**src/rtl/burst_pkg.sv**
```systemverilog
package burst_pkg;
  localparam int LINE_BYTES = 32;
  localparam int OFS_W      = $clog2(LINE_BYTES);
  localparam int CNT_W      = OFS_W + 1;

  typedef enum logic [1:0] {
    BW_8  = 2'd0,
    BW_16 = 2'd1,
    BW_32 = 2'd2,
    BW_64 = 2'd3
  } bw_e;

  typedef enum logic {
    SEQ_IDLE = 1'b0,
    SEQ_RUN  = 1'b1
  } seq_state_e;

  // bytes moved per beat
  function automatic logic [OFS_W-1:0] step_bytes(input bw_e bw);
    return OFS_W'(1) << bw;
  endfunction

  // beats needed to move one line
  function automatic logic [CNT_W-1:0] line_beats(input bw_e bw);
    return CNT_W'(LINE_BYTES) >> bw;
  endfunction
endpackage

```
**src/rtl/burst_beat_ctr.sv**
```systemverilog
module burst_beat_ctr
  import burst_pkg::*;
(
  input  logic             clk,
  input  logic             rst,
  input  logic             load,
  input  logic [CNT_W-1:0] load_val,
  input  logic             dec,
  output logic             is_last
);
  logic [CNT_W-1:0] remain_q;

  always_ff @(posedge clk) begin
    if (rst)       remain_q <= '0;
    else if (load) remain_q <= load_val;
    else if (dec && remain_q != '0) remain_q <= remain_q - CNT_W'(1);
  end

  assign is_last = (remain_q == CNT_W'(1));
endmodule

```
**src/rtl/burst_addr_gen.sv**
```systemverilog
module burst_addr_gen
  import burst_pkg::*;
#(
  parameter int ADDR_W = 32
) (
  input  logic              clk,
  input  logic              rst,
  input  logic              load,
  input  logic [ADDR_W-1:0] load_addr,
  input  bw_e               load_bw,
  input  logic              step,
  output logic [ADDR_W-1:0] addr,
  output bw_e               cur_bw
);
  localparam int HI_W = ADDR_W - OFS_W;

  logic [HI_W-1:0]  line_q;
  logic [OFS_W-1:0] ofs_q;
  logic [OFS_W-1:0] align_mask;

  assign align_mask = ~(step_bytes(load_bw) - OFS_W'(1));

  always_ff @(posedge clk) begin
    if (rst) begin
      line_q <= '0;
      ofs_q  <= '0;
      cur_bw <= BW_8;
    end else if (load) begin
      line_q <= load_addr[ADDR_W-1:OFS_W];
      ofs_q  <= load_addr[OFS_W-1:0] & align_mask;
      cur_bw <= load_bw;
    end else if (step) begin
      // OFS_W-bit add wraps inside the line
      ofs_q <= ofs_q + step_bytes(cur_bw);
    end
  end

  assign addr = {line_q, ofs_q};
endmodule

```
**src/rtl/burst_wrap_seq.sv**
```systemverilog
module burst_wrap_seq
  import burst_pkg::*;
#(
  parameter int ADDR_W = 32
) (
  input  logic              clk,
  input  logic              rst,
  input  logic              req_valid,
  input  logic [ADDR_W-1:0] req_addr,
  input  logic [1:0]        req_width,
  output logic              beat_valid,
  output logic [ADDR_W-1:0] beat_addr,
  output logic              beat_last,
  input  logic              beat_ack,
  output logic              bus_own,
  output logic              burst_done
);
  seq_state_e state_q;
  logic       accept, fire, finish, is_last;
  bw_e        req_bw, cur_bw;

  assign req_bw = bw_e'(req_width);
  assign accept = (state_q == SEQ_IDLE) && req_valid;
  assign fire   = beat_valid && beat_ack;
  assign finish = fire && is_last;

  burst_beat_ctr u_ctr (
    .clk      (clk),
    .rst      (rst),
    .load     (accept),
    .load_val (line_beats(req_bw)),
    .dec      (fire),
    .is_last  (is_last)
  );

  burst_addr_gen #(.ADDR_W(ADDR_W)) u_addr (
    .clk       (clk),
    .rst       (rst),
    .load      (accept),
    .load_addr (req_addr),
    .load_bw   (req_bw),
    .step      (fire),
    .addr      (beat_addr),
    .cur_bw    (cur_bw)
  );

  always_ff @(posedge clk) begin
    if (rst) begin
      state_q    <= SEQ_IDLE;
      bus_own    <= 1'b0;
      burst_done <= 1'b0;
    end else begin
      burst_done <= finish;
      unique case (state_q)
        SEQ_IDLE: if (accept) begin
          state_q <= SEQ_RUN;
          bus_own <= 1'b1;
        end
        SEQ_RUN: if (finish) begin
          state_q <= SEQ_IDLE;
          bus_own <= 1'b0;
        end
        default: state_q <= SEQ_IDLE;
      endcase
    end
  end

  assign beat_valid = (state_q == SEQ_RUN);
  assign beat_last  = beat_valid && is_last;
endmodule

```
**config.mk**
```make
export PLATFORM = sky130hd
export DESIGN_NAME = burst_wrap_seq
export DESIGN_NICKNAME = d
export VERILOG_FILES = /design/src/rtl/burst_pkg.sv /design/src/rtl/burst_beat_ctr.sv /design/src/rtl/burst_addr_gen.sv /design/src/rtl/burst_wrap_seq.sv
export SDC_FILE = /design/constraint.sdc
export NUM_CORES = 1
export LEC_CHECK = 0
export BUFFER_PORTS_ARGS = -buffer_cell sky130_fd_sc_hd__buf_4
export CORE_UTILIZATION = 41
export DETAILED_ROUTE_END_ITERATION = 10
export PLACE_DENSITY = 0.78
export SKIP_CTS_REPAIR_TIMING = 1
export SLEW_MARGIN = 20
export SYNTH_ARGS = -nofsm -noshare
export SYNTH_HDL_FRONTEND = slang
export SYNTH_SLANG_ARGS = --single-unit
```
**constraint.sdc**
```tcl
create_clock -name clk -period 2.2 [get_ports clk]
set_clock_uncertainty 0.1 [all_clocks]
set_input_delay 0.22 -clock clk [delete_from_list [all_inputs] [get_ports clk]]
set_output_delay 0.22 -clock clk [all_outputs]
set_load 0.05 [all_outputs]
```
==> results of run 1 <==
[kinds of logic (layout without fill, tap and decap cells)]
logic type | count (synthesis) | count (layout) | share of synthesized area
muxes | 3 | 3 | 0.01945
AOI/OAI and AO/OA | 52 | 52 | 0.1590
and+or+nand+nor | 102 | 102 | 0.2488
xor gates and xnor gates | 3 | 3 | 0.01409
DFF | 43 | 43 | 0.4614
adders and majority gates | 8 | 8 | 0.05768
buffers and inverters | 18 | 91 | 0.03957
[routing by layer]
metal  up-vias  global-route usage
met3         6             0.03488
met5         -                   0
li1        906                   -
met2        41              0.3150
met1       814              0.2194
met4         0             0.09977
[metrics by stage]
step | hold slack (ps) | instances
5_1_grt | 53.30 | 354
2_1_floorplan | 250.0 | 229
3_5_place_dp | 346.8 | 346
3_3_place_gp | 336.9 | 346
4_1_cts | 47.71 | 354
6_report | 56.49 | 354
[sequential cells by signal (all words and copies together), names as in the netlist]
register	count
u_addr.line_q	27
burst_done	1
beat_valid	1
bus_own	1
u_addr.ofs_q	5
u_addr.cur_bw	2
u_ctr.remain_q	6
[worst max-delay path: cells and delay by family (launching register included)]
kind / cells / cell delay [ps]
AOI/OAI and AO/OA: 2 / 330
xor gates and xnor gates: 1 / 150
adders and majority gates: 2 / 530
buffers and inverters: 1 / 50
DFF: 1 / 340
and+or+nand+nor: 2 / 280
[layout make-up]
cell class                 count  area [µm²]
sequential                    43       860.8
multi-input combinational    168       933.4
inverter                       6       22.52
tap                           52       65.06
timing repair buffer          77       578.1
fill                         409        1790
clock buffer                   7       96.34
clock inverter                 1       7.507
[synth_stat cells]
cell type	instances	area share
buf_2	5	0.013
a211oi_1	2	0.0080
mux2_4	1	0.0080
fa_1	1	0.011
o21ai_0	2	0.0054
nor4_1	1	0.0034
nor2_1	13	0.026
o311ai_0	1	0.0047
nor2b_1	2	0.0067
xnor2_1	2	0.0094
o31ai_1	1	0.0040
a21o_1	1	0.0040
or3_1	2	0.0067
clkbuf_1	5	0.010
nand3b_1	2	0.0080
mux2_2	1	0.0060
o2bb2ai_1	1	0.0047
inv_1	6	0.012
o211ai_1	1	0.0040
nand3_1	4	0.011
dfxtp_1	43	0.46
and2_1	2	0.0067
nor3_1	1	0.0027
a31oi_1	1	0.0034
mux2i_1	1	0.0054
a21oi_1	39	0.10
xor2_1	1	0.0047
nand2_1	65	0.13
nor4_2	1	0.0067
nor4_4	1	0.011
a211oi_2	1	0.0067
and3_2	1	0.0040
a21oi_2	1	0.0047
nand2b_1	5	0.017
a221oi_1	1	0.0047
ha_1	7	0.047
nand4_1	1	0.0034
and4_1	1	0.0047
buf_1	2	0.0040
[power groups by stage]
| stage | Combinational (mW) | Sequential [mW] | Clock [mW] |
|---|---|---|---|
| after floorplan | 0.149 | 1.00 | 0 |
| after global placement | 0.417 | 0.876 | 0 |
| after detailed placement | 0.424 | 0.877 | 0 |
| after CTS | 0.425 | 0.859 | 0.574 |
| after global routing | 0.459 | 0.866 | 0.605 |
| final | 0.422 | 0.859 | 0.556 |
[worst min path at each step]
stage               slack (ps)          endpoint  depth (start not counted)
floorplan                  250   u_addr.ofs_q[3]                          2
global placement           340   u_addr.ofs_q[3]                          3
detailed placement         350  u_addr.line_q[0]                          2
CTS                         50   u_addr.ofs_q[3]                          3
global route                50   u_addr.ofs_q[3]                          3
finish                      60   u_addr.ofs_q[3]                          3
==> qor.yml, run 1 <==
die:
  die_area_um2: 4824
  core-area_um2: 4354
  ios: 74
  dieWidth_um: 69.46
  initial_core_util: 0.4284
  rows: 24
  die_height_um: 69.46
power:
  p_switching_uw: 566.9
  p_clk_frac: 0.302
  power_mw: 1.837
  pwr-share-seq: 0.468
  vdd_drop_max_mv: 0.3199
  p_comb_frac: 0.230
  leakage_nw: 1.137
  internal-power_mw: 1.270
  powerDensity_nw_per_um2: 716.5
  switching_share: 0.3086
worst_setup_path:
  crit_fanout: 5
  timing.rr.start: "u_addr.cur_bw[0]"
  r2r-end: "u_addr.ofs_q[4]"
  r2r_cells: 8
  worstPathRequired_ps: 2260
  crit_end: "u_addr.ofs_q[4]"
  worstSetupPathType: "reg -> reg"
  critical-path-max-stage-delay_ps: 370
  crit_slowest_cell: "fa_1"
  cp-startpoint: "u_addr.cur_bw[0]"
  path_cells: "nor2_1, ha_1, inv_1, fa_1, nand2b_1, a211oi_1, xnor2_1, a21oi_1"
  critPathArrivalTime_ps: 1980
  worst_setup_path_end_kind: "flip-flop"
  worst_setup_path_start_kind: "flip-flop"
  reg2reg_slack_ps: 270
drt:
  avgRoutedWirePerCell_um: 11.77
  vias: 1767
  drt-pass1-iter-count: 4
  drtAntennaViolNets: 0
  via_per_inst: 4.992
  dr_wl_met2_um: 2057
  dr_wl_met3_um: 163
  top_layer: "met4"
  drc_errors: 0
  wl_um: 4167
  wl_met1_um: 1859
  first_iter_violations: 86
clock_tree:
  cts_buffer_depth: 2
  htreeDepth: 2
  clock_sinks: 43
  cts_root_buf: "clkbuf_8"
  cts_tree: "built"
  cts_made_buffers: 5
  clk_latency_ps: 290
  path_clk_slew_ps: 80
timing:
  fin_ws_ps: 274.3
  rsz0062_at_grt: "no"
  worst_slew_pin_slew_ps: 608.0
  drv_slew: 0
  post-route-min-period_ps: 1926
  setup_tns_ps: 0
  slew-limit-headroom: 0.5946
  max_freq_mhz: 519.3
  period_share: 0.8753
  hold_violations: 0
  setup_violations: 0
grt:
  grt_pass1_vias: 1663
  antenna_found_initial: 0
  grt_pass1_wl_um: 7196
  grt_overflow: 0
  track_usage: 0.1851
  grt_max_degree: 42
final_layout:
  stdcell_area_um2: 2564
  final_common_cell: "buf_4"
  finalNetCount: 347
  drive_above_1_share: 0.3079
  n_antenna_cell: 0
  fin_util: 0.5888
  area_delta_synth_final_pct: 37.42
  layout_common_cells: "buf_4, nand2_1, dfxtp_1"
worst_hold_path:
  min_path_type: "in -> reg"
  hold_start: "req_addr[3]"
place:
  dp.final_hpwl_um: 2983
  dpl_cell_area_um2: 2460
  dp_slack_ps: 272.6
  gp_congestion: 0.7681
  portBuffers: 73
logic_synthesis:
  synth_cells: 229
  synth-seq-area-share: 0.4614
  yosys_warnings: 0
  ys_ff_latch: 43
  syn-num-nets: 275
  syn_area_um2: 1866
  synth_cell_types: 39
  synth_area_per_cell_um2: 8.146
flow_run:
  max_cap_violations: 0
status:
  outcome: "completed"
Power figures use the tool's default switching activity.
==> run 2: changes to the inputs <==
--- a/config.mk
+++ b/config.mk
@@ -6,9 +6,9 @@
 export NUM_CORES = 1
 export LEC_CHECK = 0
 export BUFFER_PORTS_ARGS = -buffer_cell sky130_fd_sc_hd__buf_4
-export CORE_UTILIZATION = 41
+export CORE_UTILIZATION = 48
 export DETAILED_ROUTE_END_ITERATION = 10
-export PLACE_DENSITY = 0.78
+export PLACE_DENSITY = 0.88
 export SKIP_CTS_REPAIR_TIMING = 1
 export SLEW_MARGIN = 20
 export SYNTH_ARGS = -nofsm -noshare
==> qor.yml, run 2 (synthesized netlist as in run 1, its figures left out) <==
status:
  outcome: "completed"
final_layout:
  finalNetCount: 347  # unchanged
  stdcell_area_um2: 2571  # +0.29%
  ff_latch_area_um2: 860.8  # unchanged
  largest_reg_flops: 27  # unchanged
  n_antenna_cell: 0  # unchanged
  area_delta_synth_final_pct: 37.83
  regMostFlops: "u_addr.line_q"
  nFillCells: 323  # -21%
  final_common_cell: "buf_4"
  fin_util: 0.6971  # +0.1083
  layout_common_cells: "buf_4, nand2_1, dfxtp_1"
  top_regs: "u_addr.line_q: 27 flops, u_ctr.remain_q: 6 flops, u_addr.ofs_q: 5 flops"
  multi_input_area_um2: 933.4  # unchanged
  drive_above_1_share: 0.3079  # unchanged
die:
  die_height_um: 64.34  # -7.4%
  dieWidth_um: 64.34  # -7.4%
  ios: 74  # unchanged
  core-area_um2: 3689  # -15%
  initial_core_util: 0.5058  # +0.07732
  rows: 22  # -8.3%
  die_area_um2: 4140  # -14%
power:
  pwr-share-seq: 0.469  # about the same
  p_switching_uw: 558.9  # -1.4%
  p_clk_frac: 0.299  # -0.003
  internal-power_mw: 1.273  # +0.22%
  vdd_drop_max_mv: 0.5515  # +72%
  p_comb_frac: 0.232  # +0.002
  switching_share: 0.3051  # -0.003502
  leakage_nw: 1.140  # +0.31%
  powerDensity_nw_per_um2: 712.4  # -0.57%
  power_mw: 1.832  # -0.28%
worst_setup_path:
  critical-path-max-stage-delay_ps: 380  # about the same
  timing.critical_path.buf_inv: 1  # unchanged
  worstPathRequired_ps: 2270  # about the same
  worst_setup_path_start_kind: "flip-flop"
  crit_fanout: 5  # unchanged
  critPathArrivalTime_ps: 2040  # +60 ps
  worst_setup_path_end_kind: "flip-flop"
  path_cells: "nor2_1, ha_1, inv_1, fa_1, nand2b_1, a211oi_1, xnor2_1, a21oi_1"
  crit_slowest_cell: "fa_1"
  worstSetupPathType: "reg -> reg"
  cpLargestDelayFamily: "adder cells"
grt:
  track_usage: 0.2170  # +0.03195
  antenna_found_initial: 0  # unchanged
  grt_pass1_wl_um: 6975  # -3.1%
  grt_pass1_vias: 1674  # +0.66%
  grt_max_degree: 42  # unchanged
  grt_overflow: 0  # unchanged
clock_tree:
  path_clk_slew_ps: 80  # about the same
  cts_buffer_depth: 2  # unchanged
  cts_root_buf: "clkbuf_8"
  htreeDepth: 2  # unchanged
  clk_latency_ps: 300  # about the same
  cts_tree: "built"
  cts_made_buffers: 5  # unchanged
  clock_sinks: 43  # unchanged
drt:
  via_per_inst: 5.034  # +0.86%
  avgRoutedWirePerCell_um: 11.60  # -1.5%
  drt-pass1-iter-count: 4  # unchanged
  wl_um: 4059  # -2.6%
  first_iter_violations: 66  # -23%
  vias: 1762  # -0.28%
  drtAntennaViolNets: 0  # unchanged
  drc_errors: 0  # unchanged
timing:
  max_freq_mhz: 507.9  # -2.2%
  holdWs_ps: 42.68  # -13.80 ps
  drv_slew: 0  # unchanged
  rsz0062_at_grt: "no"
  setup_tns_ps: 0  # unchanged
  worst_slew_pin_slew_ps: 483.7  # -124.4 ps
  period_share: 0.8949  # +0.01963
  slew-limit-headroom: 0.6776  # +0.08292
  post-route-min-period_ps: 1969  # +43.19 ps
  setup_violations: 0  # unchanged
  hold_violations: 0  # unchanged
place:
  dpl_cell_area_um2: 2467  # +0.31%
  portBuffers: 73  # unchanged
  gp_congestion: 0.8401  # +9.4%
  dp.final_hpwl_um: 2993  # +0.35%
worst_hold_path:
  min_path_type: "in -> reg"
flow_run:
  max_cap_violations: 0  # unchanged
[run 2: cell count changes in the layout (fill, tap and decap cells not counted)]
cell	previous run	this run
buf_12	0	1
buf_4	77	76
[run 2: worst paths after layout]
check,startpoint,end,slack (ps),cells past startpoint
worst max-delay path,u_addr.cur_bw[0],u_addr.ofs_q[4],230,8
worst min register to register,u_addr.line_q[19],u_addr.line_q[19],360,2
worst min-delay path,req_addr[3],u_addr.ofs_q[3],40,3
worst max register to register,u_addr.cur_bw[0],u_addr.ofs_q[4],230,8
[run 2: power groups by stage]
stage                     clock, mW  combinational [mW]  sequential, mW
after global placement            0               0.421           0.875
after floorplan                   0               0.149            1.00
after global routing          0.600               0.462           0.865
final                         0.547               0.425           0.859
after CTS                     0.565               0.428           0.859
after detailed placement          0               0.427           0.877
[run 2: area by class of cell]
type / count / area share
multi-input cells: 168 / 0.3630
flip-flops and latches: 43 / 0.3348
repair buffers: 77 / 0.2297
clock buffers: 7 / 0.03747
well taps: 48 / 0.02336
inverters: 6 / 0.008759
clock inverters: 1 / 0.002920
[run 2: routing by layer]
metal / global-route usage / part of all wire
met3: 0.06964 / 0.057
met5: 0 / 0
met2: 0.3816 / 0.51
met1: 0.2417 / 0.42
met4: 0.08056 / 0.013
[run 2: tightest hold or removal path, cell delays in order]
cell	delay, ps
buf_4	70
a31oi_1	60
o31ai_1	50
[run 2: per-stage QoR]
step,worst slack [ps],instances
2_1_floorplan,89.77,229
3_3_place_gp,324.8,342
3_5_place_dp,234.9,342
4_1_cts,221.2,350
5_1_grt,63.27,350
6_report,231.1,350
